$ cat config.mk
export PLATFORM = sky130hd
export DESIGN_NAME = gpio_octet
export DESIGN_NICKNAME = d
export VERILOG_FILES = /design/src/rtl/gpio_octet_pkg.sv /design/src/rtl/gpio_reg8.sv /design/src/rtl/gpio_sync.sv /design/src/rtl/gpio_pad_cell.sv /design/src/rtl/gpio_octet.sv
export SDC_FILE = /design/constraint.sdc
export NUM_CORES = 1
export LEC_CHECK = 0
export CAP_MARGIN = 20
export CORE_UTILIZATION = 35
export CTS_BUF_LIST = sky130_fd_sc_hd__clkbuf_4
export DETAILED_ROUTE_END_ITERATION = 7
export PLACE_DENSITY = 0.61
export SKIP_CTS_REPAIR_TIMING = 1
export SLEW_MARGIN = 20
export SYNTH_ARGS = -nofsm -noshare
export SYNTH_HDL_FRONTEND = slang
export SYNTH_SLANG_ARGS = --single-unit
$ cat constraint.sdc
create_clock -name clk -period 1.3 [get_ports clk]
set_clock_uncertainty 0.1 [all_clocks]
set_input_delay 0.195 -clock clk [delete_from_list [all_inputs] [get_ports clk]]
set_output_delay 0.195 -clock clk [all_outputs]
set_load 0.02 [all_outputs]
$ cat src/rtl/gpio_octet_pkg.sv
package gpio_octet_pkg;

    localparam int unsigned PINS  = 8;
    localparam int unsigned IDX_W = $clog2(PINS);
    localparam int unsigned NREGS = 3;

    typedef logic [PINS-1:0] pin_vec_t;

    typedef enum logic [1:0] {
        SEL_DATA  = 2'b00,
        SEL_IMODE = 2'b01,
        SEL_OMODE = 2'b10,
        SEL_NONE  = 2'b11
    } reg_sel_e;

    typedef struct packed {
        logic             byte_we;
        logic             bit_we;
        reg_sel_e         sel;
        pin_vec_t         wdata;
        logic [IDX_W-1:0] idx;
        logic             bval;
    } bus_req_t;

    typedef struct packed {
        logic out;
        logic oe;
        logic pu;
    } pad_ctl_t;

    localparam pin_vec_t LATCH_RST = '1;
    localparam pin_vec_t IMODE_RST = '1;
    localparam pin_vec_t OMODE_RST = '0;

    function automatic pin_vec_t reg_next(
        input pin_vec_t         cur,
        input logic             byte_we,
        input logic             bit_we,
        input pin_vec_t         wdata,
        input logic [IDX_W-1:0] idx,
        input logic             bval
    );
        pin_vec_t n;
        n = cur;
        if (byte_we) begin
            n = wdata;
        end else if (bit_we) begin
            n[idx] = bval;
        end
        return n;
    endfunction

    function automatic pin_vec_t reset_of(input int unsigned which);
        case (which)
            0:       return LATCH_RST;
            1:       return IMODE_RST;
            default: return OMODE_RST;
        endcase
    endfunction

endpackage

$ cat src/rtl/gpio_reg8.sv
module gpio_reg8
    import gpio_octet_pkg::*;
#(
    parameter pin_vec_t RST_VAL = '0
) (
    input  logic             clk,
    input  logic             rst,
    input  logic             byte_we,
    input  logic             bit_we,
    input  pin_vec_t         wdata,
    input  logic [IDX_W-1:0] idx,
    input  logic             bval,
    output pin_vec_t         q
);

    pin_vec_t q_r;

    always_ff @(posedge clk) begin
        if (rst) begin
            q_r <= RST_VAL;
        end else begin
            q_r <= reg_next(q_r, byte_we, bit_we, wdata, idx, bval);
        end
    end

    assign q = q_r;

endmodule

$ cat src/rtl/gpio_sync.sv
module gpio_sync #(
    parameter int unsigned W      = 8,
    parameter int unsigned STAGES = 2
) (
    input  logic         clk,
    input  logic         rst,
    input  logic [W-1:0] d,
    output logic [W-1:0] q
);

    logic [W-1:0] stage [STAGES];

    always_ff @(posedge clk) begin
        if (rst) begin
            stage[0] <= '0;
        end else begin
            stage[0] <= d;
        end
    end

    for (genvar s = 1; s < STAGES; s++) begin : g_stage
        always_ff @(posedge clk) begin
            if (rst) begin
                stage[s] <= '0;
            end else begin
                stage[s] <= stage[s-1];
            end
        end
    end

    assign q = stage[STAGES-1];

endmodule

$ cat src/rtl/gpio_pad_cell.sv
module gpio_pad_cell
    import gpio_octet_pkg::*;
(
    input  logic     latch_bit,
    input  logic     push_pull,
    input  logic     digital,
    input  logic     pullup_off,
    output pad_ctl_t ctl
);

    logic drive_low;

    always_comb begin
        if (push_pull) begin
            ctl.oe  = 1'b1;
            ctl.out = latch_bit;
        end else begin
            ctl.oe  = ~latch_bit;
            ctl.out = 1'b0;
        end
        drive_low = ctl.oe & ~ctl.out;
        ctl.pu    = digital & ~pullup_off & ~drive_low;
    end

endmodule

$ cat src/rtl/gpio_octet.sv
module gpio_octet
    import gpio_octet_pkg::*;
#(
    parameter int unsigned SYNC_STAGES = 2
) (
    input  logic             clk,
    input  logic             rst,
    input  logic             bus_wr,
    input  logic             bus_bit,
    input  logic [1:0]       bus_sel,
    input  logic [PINS-1:0]  bus_wdata,
    input  logic [IDX_W-1:0] bus_bit_idx,
    input  logic             bus_bit_val,
    input  logic             rmw_read,
    input  logic             pullup_off,
    input  logic [PINS-1:0]  pin_in,
    output logic [PINS-1:0]  rd_data,
    output logic [PINS-1:0]  pin_out,
    output logic [PINS-1:0]  pin_oe,
    output logic [PINS-1:0]  pin_pu
);

    bus_req_t req;
    pin_vec_t regs_q [NREGS];
    pin_vec_t latch_q, imode_q, omode_q;
    pin_vec_t pins_sync;

    always_comb begin
        req.byte_we = bus_wr;
        req.bit_we  = bus_bit;
        req.sel     = reg_sel_e'(bus_sel);
        req.wdata   = bus_wdata;
        req.idx     = bus_bit_idx;
        req.bval    = bus_bit_val;
    end

    for (genvar r = 0; r < NREGS; r++) begin : g_reg
        logic hit;
        assign hit = (req.sel == reg_sel_e'(r));
        gpio_reg8 #(
            .RST_VAL(reset_of(r))
        ) u_reg (
            .clk    (clk),
            .rst    (rst),
            .byte_we(req.byte_we & hit),
            .bit_we (req.bit_we & hit),
            .wdata  (req.wdata),
            .idx    (req.idx),
            .bval   (req.bval),
            .q      (regs_q[r])
        );
    end

    assign latch_q = regs_q[0];
    assign imode_q = regs_q[1];
    assign omode_q = regs_q[2];

    gpio_sync #(
        .W     (PINS),
        .STAGES(SYNC_STAGES)
    ) u_sync (
        .clk(clk),
        .rst(rst),
        .d  (pin_in),
        .q  (pins_sync)
    );

    for (genvar p = 0; p < PINS; p++) begin : g_pad
        pad_ctl_t ctl;
        gpio_pad_cell u_cell (
            .latch_bit (latch_q[p]),
            .push_pull (omode_q[p]),
            .digital   (imode_q[p]),
            .pullup_off(pullup_off),
            .ctl       (ctl)
        );
        assign pin_out[p] = ctl.out;
        assign pin_oe[p]  = ctl.oe;
        assign pin_pu[p]  = ctl.pu;
    end

    always_comb begin
        case (req.sel)
            SEL_DATA:  rd_data = rmw_read ? latch_q : (pins_sync & imode_q);
            SEL_IMODE: rd_data = imode_q;
            SEL_OMODE: rd_data = omode_q;
            default:   rd_data = '0;
        endcase
    end

endmodule

==> flow_metrics.py <==
metrics = {
    "timing": {
        "rsz0062_at_grt": "true",
        "fmax_mhz": 587,
        "final-hold-violation-count": 0,
        "hold_ws_ns": 0.123,
        "fin_crit_ns": 1.70,
        "worstMarginPinSlew_ns": 0.342,
        "min_period_over_period": 1.31,
        "finalSetupViolations": 32,
        "maxSlewHeadroom": 0.770,
        "final-max-slew-violation-count": 0,
        "setup_ws_ns": -0.404,
    },
    "setup_path": {
        "endpoint": "rd_data[4]",
        "crit_chain": "nor2b_4 -> o21a_1 -> a21oi_2 -> o22ai_2 -> buf_6",
        "path_class": "reg2out",
        "cp-end-kind": "primary output",
        "cp.required_ns": 1.00,
        "r2r_start": "g_reg[1].u_reg.q[6]",
        "max_stage_delay_ns": 0.34,
        "rrSetupSlack_ns": 0.15,
        "cp-startpoint": "u_sync.stage[1][4]",
        "critPathSlowestCell": "dfxtp_2",
        "cp_max_fo": 1,
        "critPathLaunchType": "register",
        "crit_arrival_ns": 1.41,
        "worstReg2RegEnd": "g_reg[1].u_reg.q[6]",
        "r2r_cells": 5,
    },
    "clocking": {
        "clock-sinks": 40,
        "cts_tree": "yes",
        "cts_made_buffers": 5,
        "cts_max_level": 2,
        "clock-root-buffer": "clkbuf_4",
        "cts_buffer_depth": 2,
        "clk_latency_ns": 0.39,
        "path_clk_slew_ns": 0.15,
    },
    "yosys": {
        "mappedNetlistArea_um2": 2260,
        "synth_cells": 286,
        "ys_seq_area_frac": 0.354,
        "yosys.area_share.simple": 0.299,
        "synth_fa_ha_area_frac": 0,
        "postSynthAreaPerCell_um2": 7.90,
        "ys_warn_count": 0,
        "synth_mux_area_frac": 0,
        "synth_xor_area_frac": 0,
        "ys_types": 29,
        "synth-main-ff-cell": "dfxtp_1",
        "synth_nets": 314,
        "synthArstFlopShare": 0,
        "ys_ff_latch": 40,
        "synth-edff-count": 0,
        "synth-compound-area-share": 0.297,
        "synth_top_family_by_area": "simple AND/OR/NAND/NOR gates",
    },
    "drt": {
        "viasPerCell": 5.33,
        "num_vias": 2644,
        "drtIter0Drc": 156,
        "post_drt_wl_per_cell_um": 15.5,
        "routed_wirelength_um": 7670,
        "antenna_left": 0,
        "drt-pass1-iter-count": 5,
        "drc": 0,
    },
    "grt": {
        "grt_max_degree": 40,
        "gr-total-overflow": 0,
        "antenna_found_initial": 0,
        "grt_pass1_wl_um": 10600,
        "grt_usage": 0.214,
        "grt_pass1_vias": 2145,
    },
    "run_status": {
        "status": "finished with violations",
        "violations": "setup timing",
    },
    "layout": {
        "area_growth_pct": 82.7,
        "layout-drive-gt1-share": 0.542,
        "final_util": 0.681,
        "num_antenna_cells": 0,
        "nNetsFinal": 448,
    },
    "die": {
        "ioPinCount": 60,
        "dieWidth_um": 82.4,
        "start_util": 0.373,
        "die-area_um2": 6780,
        "num_rows": 28,
        "core_area_um2": 6060,
        "die_h_um": 82.4,
    },
    "pwr": {
        "p_per_area_nw_per_um2": 827,
        "leakagePower_nw": 1.76,
        "ir_drop_uv": 449,
    },
    "worst_hold_path": {
        "hp-class": "in2reg",
    },
    "place": {
        "dp_hpwl_um": 5260,
        "io_buffer_count": 59,
        "place.gp.congestion": 0.929,
    },
    "job": {
        "max-cap-violations": 0,
    },
}
[logic make-up (layout without fill, tap and decap cells)]
kind of cell           Yosys count  in the layout
buffers and inverters           25            160
DFF                             40             40
AOI/OAI and AO/OA               94             94
and+or+nand+nor                127            127
[layer usage]
layer / global-route usage / vias up / share of wire
li1: - / 1325 / -
met2: 0.343 / 69 / 0.48
met1: 0.284 / 1240 / 0.47
met5: 0 / - / 0
met4: 0.0895 / 0 / 0.015
met3: 0.0352 / 10 / 0.042
[how the worst min path moves through the flow]
stage / endpoint / start / depth (start not counted)
floorplan: u_sync.stage[0][0] / pin_in[0] / 1
global placement: u_sync.stage[1][3] / u_sync.stage[0][3] / 1
detailed placement: u_sync.stage[1][7] / u_sync.stage[0][7] / 1
CTS: u_sync.stage[1][0] / rst / 3
global route: u_sync.stage[1][4] / rst / 3
finish: u_sync.stage[1][4] / rst / 3
[cells in the final DEF (no fill, tap or decap), types with 9 or more instances in the layout]
cell type / count
o21bai_1: 9
nand2_1: 10
clkdlybuf4s50_1: 17
nor2b_1: 21
a31oi_1: 14
dfxtp_2: 17
dfxtp_1: 16
buf_6: 47
buf_4: 75
nor2_1: 17
a221oi_1: 13
a211oi_1: 19
nor3_1: 9
[stage by stage]
stage	worst slack, ns	total power [W]	TNS, ns	std cells	cell area (µm²)
finish	-0.404	0.00342	-5.20	496	4130
global route	-0.443	0.00357	-6.72	496	4130
CTS	-0.971	0.00320	-30.07	481	3530
detailed placement	-0.970	0.00232	-32.05	473	3440
global placement	-0.946	0.00231	-31.66	473	3440
floorplan	-0.00225	0.00182	-0.00225	286	2280
[power by group]
group / internal [W] / total, W / switching [W]
logic: 0.000627 / 0.00117 / 0.000548
registers: 0.00129 / 0.00134 / 0.0000507
clock network: 0.000411 / 0.000901 / 0.000490
[synth_stat cells (all sizes together), types with 8 or more instances]
master   n  area share
and2    16       0.044
nand2   21       0.035
nor2    27       0.047
nand2b  10       0.028
a21oi    8       0.018
a221oi  16       0.062
nor3    16       0.038
dfxtp   40        0.35
nor2b   28       0.078
o21a     8       0.027
a211oi  20       0.066
clkbuf  13       0.022
o21bai   9       0.030
o22ai   10       0.028
buf     10       0.024
a31oi   15       0.042
[flip-flops by register name, indices dropped and copies added (netlist names)]
register	cells
g.u_reg.q	24
u_sync.stage	16
[critical path, delay by kind of cell, from the launching register on]
kind	cells	cell delay [ns]
AO/OA/AOI/OAI	3	0.43
buffers and inverters	1	0.14
flip-flops	1	0.34
AND/OR/NAND/NOR	1	0.11
[final cells by class]
type	instances	area, µm²
Multi-Input combinational cell	221	1700
Tap cell	75	93.8
Sequential cell	40	848
Clock buffer	5	37.5
Clock inverter	3	46.3
Fill cell	475	1930
Inverter	2	10.0
Timing Repair Buffer	150	1400
Note: power is estimated with default switching activity, not from simulation.
